==> src/rtl/ipi_disp_pkg.sv <==
package ipi_disp_pkg;

    localparam int CMD_W      = 64;
    localparam int WORD_W     = 32;
    localparam int OFFS_W     = 16;
    localparam int CORE_FLD_W = 10;
    localparam int KEEP_W     = WORD_W / 8;
    localparam int VEC_W      = $clog2(WORD_W);

    localparam int CORE_LSB   = 16;
    localparam int KEEP_LSB   = 27;
    localparam int DATA_LSB   = 32;
    localparam int MBOX_LSB   = 2;
    localparam int MBOX_W     = 3;

    localparam logic [OFFS_W-1:0] MBOX_BASE  = 16'h0020;
    localparam logic [OFFS_W-1:0] STATUS_OFF = 16'h0000;

    typedef enum logic [1:0] {
        K_IPI  = 2'd0,
        K_MAIL = 2'd1,
        K_ANY  = 2'd2,
        K_RSVD = 2'd3
    } send_kind_e;

    typedef enum logic [1:0] {
        OP_READ   = 2'd0,
        OP_WRITE  = 2'd1,
        OP_SETBIT = 2'd2
    } reg_op_e;

    typedef enum logic [1:0] {
        E_NONE    = 2'd0,
        E_BADCORE = 2'd1,
        E_RDFAIL  = 2'd2,
        E_BADKIND = 2'd3
    } err_cause_e;

    typedef struct packed {
        send_kind_e              kind;
        logic [CORE_FLD_W-1:0]   core;
        logic [OFFS_W-1:0]       offs;
        logic [WORD_W-1:0]       data;
        logic [KEEP_W-1:0]       keep;
    } send_cmd_t;

    function automatic logic [OFFS_W-1:0] mbox_offset(input logic [MBOX_W-1:0] idx);
        return MBOX_BASE + OFFS_W'({idx, 2'b00});
    endfunction

endpackage

==> src/rtl/ipi_cmd_decode.sv <==
module ipi_cmd_decode
    import ipi_disp_pkg::*;
#(
    parameter int NUM_CORES = 4
) (
    input  logic [1:0]       kind_i,
    input  logic [CMD_W-1:0] data_i,
    output send_cmd_t        cmd_o,
    output logic             core_ok_o,
    output logic             kind_ok_o
);
    logic [CORE_FLD_W-1:0] core_fld;
    logic [VEC_W-1:0]      vec_fld;

    assign core_fld  = data_i[CORE_LSB +: CORE_FLD_W];
    assign vec_fld   = data_i[VEC_W-1:0];
    assign core_ok_o = (32'(core_fld) < NUM_CORES);
    assign kind_ok_o = (kind_i != K_RSVD);

    always_comb begin
        cmd_o.kind = send_kind_e'(kind_i);
        cmd_o.core = core_fld;
        cmd_o.offs = STATUS_OFF;
        cmd_o.data = data_i[DATA_LSB +: WORD_W];
        cmd_o.keep = data_i[KEEP_LSB +: KEEP_W];
        case (send_kind_e'(kind_i))
            K_IPI: begin
                cmd_o.data = WORD_W'(1) << vec_fld;
                cmd_o.keep = '0;
            end
            K_MAIL: cmd_o.offs = mbox_offset(data_i[MBOX_LSB +: MBOX_W]);
            K_ANY:  cmd_o.offs = data_i[OFFS_W-1:0];
            default: cmd_o.keep = '0;
        endcase
    end
endmodule

==> src/rtl/ipi_byte_merge.sv <==
module ipi_byte_merge
    import ipi_disp_pkg::*;
#(
    parameter int LANES = KEEP_W
) (
    input  logic [LANES*8-1:0] old_i,
    input  logic [LANES*8-1:0] new_i,
    input  logic [LANES-1:0]   keep_i,
    output logic [LANES*8-1:0] word_o
);
    for (genvar g = 0; g < LANES; g++) begin : g_lane
        assign word_o[g*8 +: 8] = keep_i[g] ? old_i[g*8 +: 8] : new_i[g*8 +: 8];
    end
endmodule

==> src/rtl/ipi_disp_seq.sv <==
module ipi_disp_seq
    import ipi_disp_pkg::*;
#(
    parameter int CIDX_W = 2
) (
    input  logic               clk,
    input  logic               rst,
    input  logic               cmd_valid,
    output logic               cmd_ready,
    input  send_cmd_t          dec_cmd,
    input  logic               dec_core_ok,
    input  logic               dec_kind_ok,
    output send_cmd_t          cur_cmd,
    input  logic [WORD_W-1:0]  merged_word,
    output logic               req_valid,
    input  logic               req_ready,
    output logic [1:0]         req_op,
    output logic [CIDX_W-1:0]  req_core,
    output logic [OFFS_W-1:0]  req_addr,
    output logic [WORD_W-1:0]  req_wdata,
    input  logic               rsp_valid,
    input  logic               rsp_err,
    output logic               err_valid,
    output logic [1:0]         err_cause
);
    typedef enum logic [2:0] {
        S_IDLE, S_RD_REQ, S_RD_WAIT, S_WR_REQ, S_WR_WAIT, S_ERR
    } seq_state_e;

    seq_state_e        st;
    send_cmd_t         cmd_q;
    logic [WORD_W-1:0] wdata_q;
    err_cause_e        cause_q;

    assign cur_cmd = cmd_q;

    always_ff @(posedge clk) begin
        if (rst) begin
            st      <= S_IDLE;
            cmd_q   <= '0;
            wdata_q <= '0;
            cause_q <= E_NONE;
        end else begin
            case (st)
                S_IDLE: if (cmd_valid) begin
                    cmd_q   <= dec_cmd;
                    wdata_q <= dec_cmd.data;
                    if (!dec_kind_ok) begin
                        cause_q <= E_BADKIND;
                        st      <= S_ERR;
                    end else if (!dec_core_ok) begin
                        cause_q <= E_BADCORE;
                        st      <= S_ERR;
                    end else if (dec_cmd.keep != '0) begin
                        st <= S_RD_REQ;
                    end else begin
                        st <= S_WR_REQ;
                    end
                end
                S_RD_REQ: if (req_ready) st <= S_RD_WAIT;
                S_RD_WAIT: if (rsp_valid) begin
                    if (rsp_err) begin
                        cause_q <= E_RDFAIL;
                        st      <= S_ERR;
                    end else begin
                        wdata_q <= merged_word;
                        st      <= S_WR_REQ;
                    end
                end
                S_WR_REQ:  if (req_ready) st <= S_WR_WAIT;
                S_WR_WAIT: if (rsp_valid) st <= S_IDLE;
                default:   st <= S_IDLE;
            endcase
        end
    end

    always_comb begin
        cmd_ready = (st == S_IDLE);
        req_valid = (st == S_RD_REQ) || (st == S_WR_REQ);
        req_core  = cmd_q.core[CIDX_W-1:0];
        req_addr  = cmd_q.offs;
        req_wdata = (st == S_WR_REQ) ? wdata_q : '0;
        if (st == S_RD_REQ)          req_op = OP_READ;
        else if (cmd_q.kind == K_IPI) req_op = OP_SETBIT;
        else                          req_op = OP_WRITE;
        err_valid = (st == S_ERR);
        err_cause = (st == S_ERR) ? cause_q : E_NONE;
    end
endmodule

==> src/rtl/ipi_send_dispatch.sv <==
module ipi_send_dispatch
    import ipi_disp_pkg::*;
#(
    parameter int NUM_CORES = 4,
    localparam int CIDX_W   = (NUM_CORES > 1) ? $clog2(NUM_CORES) : 1
) (
    input  logic              clk,
    input  logic              rst,
    input  logic              cmd_valid,
    output logic              cmd_ready,
    input  logic [1:0]        cmd_kind,
    input  logic [63:0]       cmd_data,
    output logic              req_valid,
    input  logic              req_ready,
    output logic [1:0]        req_op,
    output logic [CIDX_W-1:0] req_core,
    output logic [15:0]       req_addr,
    output logic [31:0]       req_wdata,
    input  logic              rsp_valid,
    input  logic              rsp_err,
    input  logic [31:0]       rsp_rdata,
    output logic              err_valid,
    output logic [1:0]        err_cause
);
    send_cmd_t         dec_cmd;
    send_cmd_t         cur_cmd;
    logic              core_ok;
    logic              kind_ok;
    logic [WORD_W-1:0] merged;

    ipi_cmd_decode #(.NUM_CORES(NUM_CORES)) u_dec (
        .kind_i    (cmd_kind),
        .data_i    (cmd_data),
        .cmd_o     (dec_cmd),
        .core_ok_o (core_ok),
        .kind_ok_o (kind_ok)
    );

    ipi_byte_merge #(.LANES(KEEP_W)) u_merge (
        .old_i  (rsp_rdata),
        .new_i  (cur_cmd.data),
        .keep_i (cur_cmd.keep),
        .word_o (merged)
    );

    ipi_disp_seq #(.CIDX_W(CIDX_W)) u_seq (
        .clk         (clk),
        .rst         (rst),
        .cmd_valid   (cmd_valid),
        .cmd_ready   (cmd_ready),
        .dec_cmd     (dec_cmd),
        .dec_core_ok (core_ok),
        .dec_kind_ok (kind_ok),
        .cur_cmd     (cur_cmd),
        .merged_word (merged),
        .req_valid   (req_valid),
        .req_ready   (req_ready),
        .req_op      (req_op),
        .req_core    (req_core),
        .req_addr    (req_addr),
        .req_wdata   (req_wdata),
        .rsp_valid   (rsp_valid),
        .rsp_err     (rsp_err),
        .err_valid   (err_valid),
        .err_cause   (err_cause)
    );
endmodule

==> config.mk <==
export PLATFORM = sky130hd
export DESIGN_NAME = ipi_send_dispatch
export DESIGN_NICKNAME = d
export VERILOG_FILES = /design/src/rtl/ipi_disp_pkg.sv /design/src/rtl/ipi_cmd_decode.sv /design/src/rtl/ipi_byte_merge.sv /design/src/rtl/ipi_disp_seq.sv /design/src/rtl/ipi_send_dispatch.sv
export SDC_FILE = /design/constraint.sdc
export NUM_CORES = 1
export LEC_CHECK = 0
export ABC_AREA = 1
export BUFFER_PORTS_ARGS = -buffer_cell sky130_fd_sc_hd__buf_2
export CORE_MARGIN = 1
export CORE_UTILIZATION = 56
export CTS_CLUSTER_SIZE = 12
export DETAILED_ROUTE_END_ITERATION = 12
export GPL_ROUTABILITY_DRIVEN = 0
export PLACE_DENSITY = 0.86
export SLEW_MARGIN = 40
export SYNTH_ARGS = -nofsm -noshare
export SYNTH_HDL_FRONTEND = slang
export SYNTH_SLANG_ARGS = --single-unit
export TNS_END_PERCENT = 5
==> constraint.sdc <==
create_clock -name clk -period 4.6 [get_ports clk]
set_clock_uncertainty 0.15 [all_clocks]
set_input_delay 0.23 -clock clk [delete_from_list [all_inputs] [get_ports clk]]
set_output_delay 0.23 -clock clk [all_outputs]
set_load 0.005 [all_outputs]
### Yosys cells after proc, flatten, opt, wreduce, memory -nomap -nowiden

Index checks and enable logic that the tools add are counted.
W data, S select, Z words.

* memories: 0
* bits in writable memories: 0
* memory bits (read-only): 0
* logic and storage cells: 69
* latch bits: 0
* output and inout bits: 57
* input bits: 104
* register bits after elaboration: 93

* reductions and logical operators: 11
* bitwise logic cells: 0
* $lt $le $gt $ge: 1
* add/subtract/negate cells: 1
* equal/unequal tests: 16
* shift operators: 1
* multiplexer cells: 31
* multipliers: 0
* divide/modulo/power cells: 0

Operators with widths (count)
* $mux W32: 5
* $pmux W32 S2: 1
* $mux W8: 4
* $pmux W16 S2: 1
* $shl A1 B5 Y32 const A: 1
* $mux W3: 8
* $mux W2: 9
* $ne A2 B2 Y1 const B: 8
* $pmux W3 S5: 1
* $lt A10 B3 Y1 const B: 1
* $reduce_and A5 Y1: 2
* $add A6 B5 Y7 const A: 1
* $eq A3 B2 Y1 const B: 2
* $eq A3 B3 Y1 const B: 2
* $logic_not A2 Y1: 2
* $mux W4: 1
* $pmux W2 S2: 1
* $reduce_and A4 Y1: 1
* $reduce_bool A4 Y1: 1
* $eq A3 B1 Y1 const B: 1
* $logic_not A3 Y1: 1
* $ne A3 B3 Y1 const B: 1
* $eq A2 B1 Y1 const B: 1
* $eq A2 B2 Y1 const B: 1
* 4 further kinds: 4

### Logic depth before layout (Yosys ltp)

Gate-level depths: netlist (run 1).

* depth after elaboration: 9
* mapped depth: 10
* depth with buffers taken out: 10

### Hierarchy

Synthesis (run 1) repeated with hierarchy kept, for this count alone.

* cells, all modules: 1013
* area, all modules: 6093.3 sq um

By module, submodules not included
* ipi_disp_seq: instances 1, sequential area each 2021.9 sq um, cells each 719, area each 4742.0 sq um
* ipi_cmd_decode: instances 1, sequential area each 0.0 sq um, cells each 190, area each 930.9 sq um
* ipi_byte_merge: instances 1, sequential area each 0.0 sq um, cells each 104, area each 420.4 sq um

### Least setup slack after synthesis (run 1)

Ideal clock, no wire load.

* kind: register -> register
* start: register u_seq.st[2]
* end: register u_seq.wdata_q[7]
* setup slack: 3.010 ns
* stages on the path, launching flop included: 10
* period minus slack after synthesis: 1.590 ns
* arrival time: 1.325 ns
* cell sequence: dfxtp_1 nor2_4 nand2_4 nor2_8 inv_2 a21oi_4 buf_6 nand2_1 nor2_1 nor2_1

* cells in the longest elaborated chain, start to end: 3
* elaborated cells between the ends (all ways): 8

RTL lines
* start, declared: line ipi_disp_seq.sv:30 `seq_state_e st;`
* start signal, assigned: line ipi_disp_seq.sv:39 `st <= S_IDLE;`
* start signal, assigned: line ipi_disp_seq.sv:50 `st <= S_ERR;`
* start signal, assigned: line ipi_disp_seq.sv:53 `st <= S_ERR;`
* $eq A3 B2 Y1 or $logic_not A3 Y1 (tied branches): line ipi_disp_seq.sv:44 `case (st)`
* $ne A2 B2 Y1 (no line) or $reduce_bool A2 Y1 (tied branches)
* $reduce_and A4 Y1 (no line)
* end signal, assigned: line ipi_disp_seq.sv:47 `wdata_q <= dec_cmd.data;`
* end signal, assigned: line ipi_disp_seq.sv:66 `wdata_q <= merged_word;`
* end, declared: line ipi_disp_seq.sv:32 `logic [WORD_W-1:0] wdata_q;`

Parallel ways exist; a longest one is shown, timed or not.
A chain may end at the register's enable or synchronous reset.

### Worst setup path after layout (run 1)

* start: register u_seq.st[2]
* end: register u_seq.cmd_q (netlist bit u_seq.cur_cmd[20])

* cells in the longest elaborated chain, start to end: 2

RTL lines
* $logic_not A3 Y1: line ipi_disp_seq.sv:44
* $reduce_and A2 Y1 (no line)
* end signal, assigned: line ipi_disp_seq.sv:46 `cmd_q <= dec_cmd;`
* end, declared: line ipi_disp_seq.sv:31 `send_cmd_t cmd_q;`

No other way between the ends.

==> results of run 1 <==
[critical path: cells and delay by family (launching register included)]
| family | cells | cell delay (ns) |
|---|---|---|
| AO/OA/AOI/OAI | 2 | 0.28 |
| flip-flops | 1 | 0.38 |
| buffers and inverters | 3 | 0.83 |
| AND/OR/NAND/NOR | 3 | 0.85 |
[area by class of cell]
type	instances	area share
Clock buffer	9	0.0196
Clock inverter	7	0.0127
Tap cell	129	0.0256
Timing Repair Buffer	176	0.156
Sequential cell	93	0.295
Inverter	136	0.0808
Multi-Input combinational cell	543	0.410
[placed cells by master (no fill, tap or decap), types with 2 or more instances in the layout]
| cell type | Yosys | final |
|---|---|---|
| sky130_fd_sc_hd__nand2_1 | 161 | 161 |
| sky130_fd_sc_hd__buf_2 | 14 | 158 |
| sky130_fd_sc_hd__inv_1 | 130 | 127 |
| sky130_fd_sc_hd__nor2_1 | 111 | 111 |
| sky130_fd_sc_hd__dfxtp_1 | 93 | 93 |
| sky130_fd_sc_hd__a21oi_1 | 92 | 92 |
| sky130_fd_sc_hd__o21ai_0 | 50 | 50 |
| sky130_fd_sc_hd__nand3_1 | 49 | 49 |
| sky130_fd_sc_hd__o211ai_1 | 18 | 18 |
| sky130_fd_sc_hd__dlygate4sd3_1 | 0 | 13 |
| sky130_fd_sc_hd__o21ai_1 | 11 | 11 |
| sky130_fd_sc_hd__nor3_1 | 9 | 9 |
| sky130_fd_sc_hd__clkbuf_8 | 0 | 9 |
| sky130_fd_sc_hd__or2_2 | 8 | 8 |
| sky130_fd_sc_hd__inv_2 | 4 | 7 |
| sky130_fd_sc_hd__a211oi_1 | 7 | 7 |
| sky130_fd_sc_hd__nand4_1 | 6 | 6 |
| sky130_fd_sc_hd__ha_1 | 4 | 4 |
| sky130_fd_sc_hd__inv_6 | 0 | 3 |
| sky130_fd_sc_hd__buf_4 | 20 | 3 |
| sky130_fd_sc_hd__nand2_4 | 2 | 2 |
| sky130_fd_sc_hd__nor2_8 | 2 | 2 |
| sky130_fd_sc_hd__clkinv_1 | 2 | 2 |
| sky130_fd_sc_hd__and2_1 | 2 | 2 |
| sky130_fd_sc_hd__a211oi_2 | 2 | 2 |
| sky130_fd_sc_hd__o21a_1 | 2 | 2 |
[per-layer routing]
| layer | share of wire | track usage |
|---|---|---|
| met3 | 0.084 | 0.0522 |
| met4 | 0.019 | 0.0860 |
| met2 | 0.46 | 0.491 |
| met1 | 0.44 | 0.398 |
| met5 | 0.00082 | 0 |
[how the worst max path moves through the flow]
stage | end | cells past startpoint | from | slack, ns
finish | u_seq.cur_cmd[20] | 8 | u_seq.st[2] | 2.01
global route | u_seq.cur_cmd[20] | 8 | u_seq.st[2] | 1.81
CTS | u_seq.cur_cmd[20] | 8 | u_seq.st[2] | 2.07
detailed placement | u_seq.cur_cmd[20] | 8 | u_seq.st[2] | 2.10
global placement | u_seq.wdata_q[5] | 11 | cmd_kind[0] | 2.00
floorplan | u_seq.wdata_q[7] | 9 | u_seq.st[2] | 3.01
[through the flow]
step	area, um2	utilization	hold WS [ns]	setup WS [ns]
global route	6310	0.683	0.0368	1.81
CTS	6310	0.683	0.00623	2.07
detailed placement	5980	0.647	0.298	2.10
finish	6310	0.683	0.0173	2.01
global placement	5940	0.643	0.289	2.00
floorplan	5360	-	0.215	3.01
[where the power goes]
part | leakage, nW | internal [mW] | switching (mW)
clock network | 0.103 | 0.260 | 0.317
registers | 0.766 | 1.05 | 0.102
logic | 2.44 | 0.571 | 1.06
[registers in the layout, indices dropped and copies added, names as in the netlist]
signal,count
u_seq.cur_cmd,40
u_seq.wdata_q,32
u_seq.req_addr,16
u_seq.st,3
u_seq.cause_q,2
[cell families after synthesis]
family	after synthesis
and+or+nand+nor	353
buffers and inverters	202
AOI/OAI and AO/OA	186
DFF	93
adders and majority gates	4
[what timing repair did]
action | CTS | global route
hold buffers | 13 | 0
hold endpoints to repair | 13 | 0
endpoints found under the setup margin | 0 | 0
==> results list, run 1 <==
- End point of the worst hold path: u_seq.cur_cmd[3]
* WS Path Type: reg -> reg
- Number of buffers created by CTS: 9
- In this run the post-CTS setup repair buffer count came out at 0.
* Share of final-layout standard cells stronger than drive strength 1: 0.212
* Area share of fa/ha/maj cells after synthesis: 0.00934
* Transition time of the tightest slew-check pin: 0.637 ns
- After floorplanning, the core was sized to cover 0.00924 mm2.
- Slowest stage delay, CP: 0.48 ns
- Simple-Gate Fraction of Synth Area: 0.280
* Proportion of synthesized flip-flops having asynchronous set or reset: 0
* Setup repair after global routing missed its margin: false
* Clock tree from TritonCTS: done
- Timing would allow up to 387 MHz.
- Initial core utilization: 0.580
- For this run, the number of standard cells in the final layout without fillers is 1093.
- Final-report max-slew violation count: 0
* Cell Count Post-Placement: 1064
* Maximum number of pins on one net before global-route repair: 56
- The clock passes through at most 2 buffers.
- For this run, the register share of the synthesized area comes to 0.348.
- Final nets: 1067
- Worst reg-to-reg path cell count: 8
- Compared with the post-synthesis result, the final layout area differs by 17.9%.
- Max-capacitance violation count: 0
* Status: finished, final reports clean
- The floorplan step defined a die boundary enclosing 0.00996 mm2.
- Area fraction in compound gates after synthesis: 0.195
- Category of the worst setup path launch point: flip-flop
- Main combinational cell family by area after synthesis: simple AND/OR/NAND/NOR gates
- Tmin final: 2.59 ns
* Final cycle utilization of the critical path: 0.562
* Area taken by multi-input logic gates: 0.00259 mm2
- Of the post-synthesis cell area, the part taken by muxes is 0.
- Yosys mapped the design onto 33 distinct sky130hd cell types.
- During synthesis, Yosys emitted a total of 0 warnings.
- Register clock-pin slew on the reported worst setup and hold paths: 0.10 ns
* Pwr dens: 532 mW/mm2
- Total routed wirelength: 14600 um
- Of the total synthesized cell area, the portion taken by XOR and XNOR cells is 0.
- At the worst endpoint, the arrival time is 2.74 ns.
* Antenna viol nets, final: 0
* Maximum fanout encountered on the critical timing path: 45
* Via count of the first global-routing pass: 4932
- At the later pin of the worst-skew pair, clock insertion delay measures 0.36 ns.
- Headroom to the max-slew limit came out at 0.576.
- Row generation in the floorplan step produced 35 rows.
* Syn Nets: 946
- Along the worst hold path, the cell count comes to 3.
* Leading cell types by total area after synthesis: sky130_fd_sc_hd__dfxtp_1, sky130_fd_sc_hd__nand2_1, sky130_fd_sc_hd__inv_1
* Vertical die dimension: 99.8 um
- Count of instances resized after the clock tree is built: 0
- The worst register-to-register path has a setup slack of 2.01 ns.
- The largest total area in the synthesized netlist belongs to sky130_fd_sc_hd__dfxtp_1.
- The worst register-to-register path ends at u_seq.cur_cmd[20].
- On the critical path, the stage with the largest delay is an instance of sky130_fd_sc_hd__nor2_8.
- Startpoint of the worst register-to-register path: u_seq.st[2]
- The number of antenna diodes in the final layout is 0.
* Port Buffers: 158
- Setup violations remaining at the end of the flow were counted as 0.
* GR Util All Layers: 0.297
- Walking the worst path, the cells encountered are nor2_4 -> nand2_4 -> nor2_8 -> inv_2 -> buf_4 -> a21oi_1 -> o21ai_0 -> inv_1.
- Number of vias per cell after detailed routing: 5.13
* Final total power: 3.36 mW
- The first global-routing pass estimated 23600 um of wire.
- The final-report hold violation count is 0.
* Cell count after synthesis: 838
* Class of the worst hold path: in -> reg
- Die span in x: 99.8 um
* Total of flip-flops plus latches after synthesis: 93
* Initial antenna violation count: 1
- VDD sags by at most 460 uV.
- CTS saw 93 sinks.
* DRC violations left: 0
* H-Tree Level Count: 3
* Detailed Place HPWL: 10000 um
* Type of element capturing the critical path: flip-flop
* Grt total ovfl: 0
* Mean Syn Cell Area: 6.39 um2
* Most used standard cell by instance count after synthesis: sky130_fd_sc_hd__nand2_1
- Ranked by instance count, the synthesized netlist is headed by sky130_fd_sc_hd__nand2_1, sky130_fd_sc_hd__inv_1, sky130_fd_sc_hd__nor2_1.
- Summing every instance area after synthesis gives 0.00536 mm2.
* Filler cell count in the final layout: 881
- Detailed-router iteration count before antenna repair: 5
- Number of synthesized flops with an enable pin: 0
* Per-cell routed wire length: 13.4 um
- Summed negative setup slack over all endpoints: 0 ns
* Top Ports: 161
* Worst Min Path Start: cmd_data[30]
* Leakage component of the power: 3.31 nW
* Count of vias placed by the detailed router: 5606
- Share of Yosys cell area claimed by the top area cell type: 0.348
- STA puts the critical path data required time at 4.75 ns.
- Initial drt markers: 401
- FF/Latch Area: 0.00186 mm2
- The root buffer cell chosen for the clock tree is sky130_fd_sc_hd__clkbuf_8.
- Most used flip-flop cell after synthesis: sky130_fd_sc_hd__dfxtp_1
Note: power is estimated with default switching activity, not from simulation.
==> inputs of run 2 (changes only) <==
--- a/config.mk
+++ b/config.mk
@@ -8,11 +8,11 @@
 export ABC_AREA = 1
 export BUFFER_PORTS_ARGS = -buffer_cell sky130_fd_sc_hd__buf_2
 export CORE_MARGIN = 1
-export CORE_UTILIZATION = 56
+export CORE_UTILIZATION = 52
 export CTS_CLUSTER_SIZE = 12
 export DETAILED_ROUTE_END_ITERATION = 12
 export GPL_ROUTABILITY_DRIVEN = 0
-export PLACE_DENSITY = 0.86
+export PLACE_DENSITY = 0.81
 export SLEW_MARGIN = 40
 export SYNTH_ARGS = -nofsm -noshare
 export SYNTH_HDL_FRONTEND = slang
==> constraint.sdc (replaced) <==
create_clock -name clk -period 2.7 [get_ports clk]
set_clock_uncertainty 0.15 [all_clocks]
set_input_delay 0.135 -clock clk [delete_from_list [all_inputs] [get_ports clk]]
set_output_delay 0.135 -clock clk [all_outputs]
set_load 0.005 [all_outputs]
==> run 2 against run 1 <==
  * Routed wire length up 5.2%
  * Sequential share of layout area is 1.5 points lower
  * Via count up 2.7%
  * Combinational power up 69%
  * Core utilization fell by 0.90 points
  * Cell count rose by 3.6%
  * Critical path depth rose by 2
  * Register-to-register slack got worse by 1.3 ns
  * Sequential power rose by 70%
  * Non-clock buffer count increased by 35
  * Flip-flop and latch count is the same
  * Worst hold slack worse by 0.015 ns
  * Largest cell class unchanged
==> results list, run 2 (same netlist as run 1, synthesis figures left out) <==
* Status: finished, final reports clean (unchanged)
- The final non-filler cell area came to 0.00665 mm2 (was 0.00631 mm2).
- Port Buffers: 158 (unchanged)
* Post-CTS Setup Bufs: 0 (unchanged)
* Core Footprint: 0.00986 mm2 (was 0.00924 mm2)
- Crit path buf inv count: 5 (was 3)
- The via count of the first global-routing pass is 5187 (was 4932).
- Cell Count Post-Placement: 1076 (was 1064)
* Total routed wirelength: 15400 um (was 14600 um)
- Slowest stage delay, CP: 0.54 ns (was 0.48 ns)
- The net count of the finished layout is 1102 (was 1067).
- Maximum fanout encountered on the critical timing path: 9 (was 45)
- Count of instances resized after the clock tree is built: 0 (unchanged)
- Most common cell after layout, fill and taps aside: sky130_fd_sc_hd__nand2_1 (unchanged)
- WS Path Type: in -> reg (was reg -> reg)
- The final-report hold violation count is 0 (unchanged).
- The initial core utilization came to 0.543 (was 0.580).
* Die span in x: 103 um (was 99.8 um)
- Pwr dens: 866 mW/mm2 (was 532 mW/mm2)
- Initial antenna violation count: 0 (was 1)
- Clock insertion delay at the later pin of the skew report: 0.36 ns (about the same)
- The number of H-tree levels is 3 (unchanged).
* Max IR drop VDD: 568 uV (was 460 uV)
* Top Ports: 161 (unchanged)
- The cell family contributing the most delay on the critical path was buffers and inverters (was simple AND/OR/NAND/NOR gates).
- Class of the worst hold path: in -> reg (unchanged)
- Based on the critical path, the design can be clocked at up to 445 MHz.
- The transition time of the tightest slew-check pin is 0.819 ns (was 0.637 ns).
* Flip-flop count of the largest register after layout: 40 (unchanged)
- Share of final-layout standard cells stronger than drive strength 1: 0.208 (was 0.212)
* Count of vias placed by the detailed router: 5759 (was 5606)
- Fin worst setup slack: 0.455 ns (was 2.01 ns)
- Number of buffers created by CTS: 9 (unchanged)
* Initial drt markers: 302 (was 401)
* Critical path's most frequent cell: sky130_fd_sc_hd__inv_1
- Max-capacitance violation count: 0 (unchanged)
- Antenna viol nets, final: 0 (unchanged)
- GR Util All Layers: 0.295 (was 0.297)
* Wire length of the first global-routing pass: 24100 um (was 23600 um)
- R2r setup slk: 0.71 ns (was 2.01 ns)
- The number of pins exceeding their max-slew limit in the final report was 0 (unchanged).
- Layout overhead on the synthesized area: 24.2% (was 17.9%)
- Core Rows: 36 (was 35)
- The ratio of routed vias to standard cells was 5.09 (was 5.13).
- Leading cell types in the layout, fill and taps excluded: sky130_fd_sc_hd__nand2_1, sky130_fd_sc_hd__buf_2, sky130_fd_sc_hd__inv_1 (unchanged).
* DRC violations left: 0 (unchanged)
- The data required time at the worst endpoint came to 2.84 ns (was 4.75 ns).
* Start point of the critical path: cmd_kind[0] (was u_seq.st[2])
* Worst path arrival time: 2.38 ns (was 2.74 ns)
- Path length in cells of the critical path: 10 (was 8)
- Register clock-pin slew on the reported worst setup and hold paths: 0.09 ns (was 0.10 ns)
- Worst slew margin relative to its limit: 0.454 (was 0.576)
- The clock tree root driver cell is sky130_fd_sc_hd__clkbuf_8 (unchanged).
- Detailed Place HPWL: 10300 um (was 10000 um)
* Startpoint of the worst register-to-register path: u_seq.st[2] (unchanged)
- The number of buffers inserted by hold repair at cts was 40 (was 13).
- Leakage component of the power: 3.46 nW (was 3.31 nW)
- Worst reg-to-reg path cell count: 9 (was 8)
- The instance area after placement is 0.00603 mm2 (was 0.00598 mm2).
- Detailed-router iteration count before antenna repair: 5 (unchanged)
- Final standard cell count with taps included and fillers excluded: 1132 (was 1093)
- The accumulated negative setup slack is 0 ns (unchanged).
- Critical path's slowest cell: sky130_fd_sc_hd__dlygate4sd3_1 (was sky130_fd_sc_hd__nor2_8)
- The end point of the critical path is u_seq.wdata_q[0] (was u_seq.cur_cmd[20]).
- The worst setup timing slack at the placement stage was 0.677 ns (was 2.10 ns).
* Clock Sink Count: 93 (unchanged)
- Maximum number of pins on one net before global-route repair: 55 (was 56)
* Critical register-to-register path endpoint: u_seq.st[2] (was u_seq.cur_cmd[20])
- The aggregate global routing overflow was 0 (unchanged).
* Area enclosed by the die boundary: 0.0107 mm2 (was 0.00996 mm2)
- Count of antenna diodes in the layout: 0 (unchanged)
- The kind of end point of the critical path is a flip-flop (unchanged).
- Dividing the final minimum period by the clock period gives 0.832.
- The clock tree from TritonCTS is done (unchanged).
- The clock tree buffer depth is 2 (unchanged).
- Setup repair after global routing missed its margin: false (unchanged).
- The vertical die dimension is 103 um (was 99.8 um).
* Final number of setup-violating endpoints: 0 (unchanged)
- The routed length per instance is 13.6 um (was 13.4 um).
- Counting I/O delays and the setup requirement, the final critical path takes 2.25 ns.
- Category of the worst setup path launch point: input pin (was flip-flop)
- Critical path cell sequence: dlygate4sd3_1 -> buf_2 -> inv_1 -> ha_1 -> inv_1 -> nor2_2 -> inv_1 -> o21ai_0 -> nand2_1 -> a21oi_1 (was nor2_4 -> nand2_4 -> nor2_8 -> inv_2 -> buf_4 -> a21oi_1 -> o21ai_0 -> inv_1)
run 2: cell types whose count changed in the layout (fill, tap and decap cells not counted), sizes merged:
cell / previous run / this run
buf: 163 / 171
bufinv: 1 / 2
dlygate4sd3: 13 / 40
clkbuf: 9 / 10
inv: 138 / 136
run 2: worst register-to-register path: stages, from the launching register on:
cell and delay [ns]:
sky130_fd_sc_hd__dfxtp_1 0.43, sky130_fd_sc_hd__nor2_4 0.10, sky130_fd_sc_hd__nand2_4 0.10, sky130_fd_sc_hd__buf_4 0.37, sky130_fd_sc_hd__inv_1 0.13, sky130_fd_sc_hd__buf_4 0.21
sky130_fd_sc_hd__a21oi_1 0.12, sky130_fd_sc_hd__o21ai_0 0.11, sky130_fd_sc_hd__nand2_1 0.07, sky130_fd_sc_hd__a21oi_1 0.05
run 2: routing by layer:
metal | share of wire | track usage | wire length (um) | vias to the layer above
met5 | 0 | 0 | 0 | -
met4 | 0.017 | 0.0899 | 267 | 0
met3 | 0.080 | 0.0571 | 1230 | 25
met2 | 0.47 | 0.507 | 7270 | 227
met1 | 0.43 | 0.373 | 6650 | 2565
li1 | - | - | - | 2942
run 2: worst min-delay path by stage:
| stage | from | end | slack, ns | cells past startpoint |
|---|---|---|---|---|
| floorplan | cmd_data[16] | u_seq.cur_cmd[52] | 0.12 | 2 |
| global placement | cmd_data[17] | u_seq.cur_cmd[53] | 0.21 | 3 |
| detailed placement | cmd_data[16] | u_seq.cur_cmd[52] | 0.23 | 3 |
| CTS | cmd_data[5] | u_seq.req_addr[5] | 0.00004 | 4 |
| global route | cmd_data[59] | u_seq.cur_cmd[31] | 0.03 | 5 |
| finish | rsp_rdata[7] | u_seq.wdata_q[7] | 0.002 | 5 |
run 2: cell type report:
| type | count | area [um2] |
|---|---|---|
| flip-flops and latches | 93 | 1860 |
| multi-input cells | 543 | 2590 |
| inverters | 136 | 510 |
| repair buffers | 211 | 1300 |
| clock buffers | 10 | 128 |
| well taps | 133 | 166 |
| fillers | 896 | 3210 |
| clock inverters | 6 | 93.8 |
run 2: power breakdown:
| group | internal, mW | switching (mW) | total [mW] |
|---|---|---|---|
| Combinational | 0.963 | 1.79 | 2.75 |
| Clock | 0.531 | 0.513 | 1.04 |
| Sequential | 1.79 | 0.174 | 1.96 |
run 2: stage by stage:
stage / hold slack, ns / power [mW] / utilization
after floorplan: 0.120 / 4.18 / -
after global placement: 0.209 / 4.62 / 0.611
after detailed placement: 0.230 / 4.67 / 0.611
after CTS: 0.0000389 / 5.77 / 0.674
after global routing: 0.0298 / 6.24 / 0.674
final: 0.00183 / 5.76 / 0.674
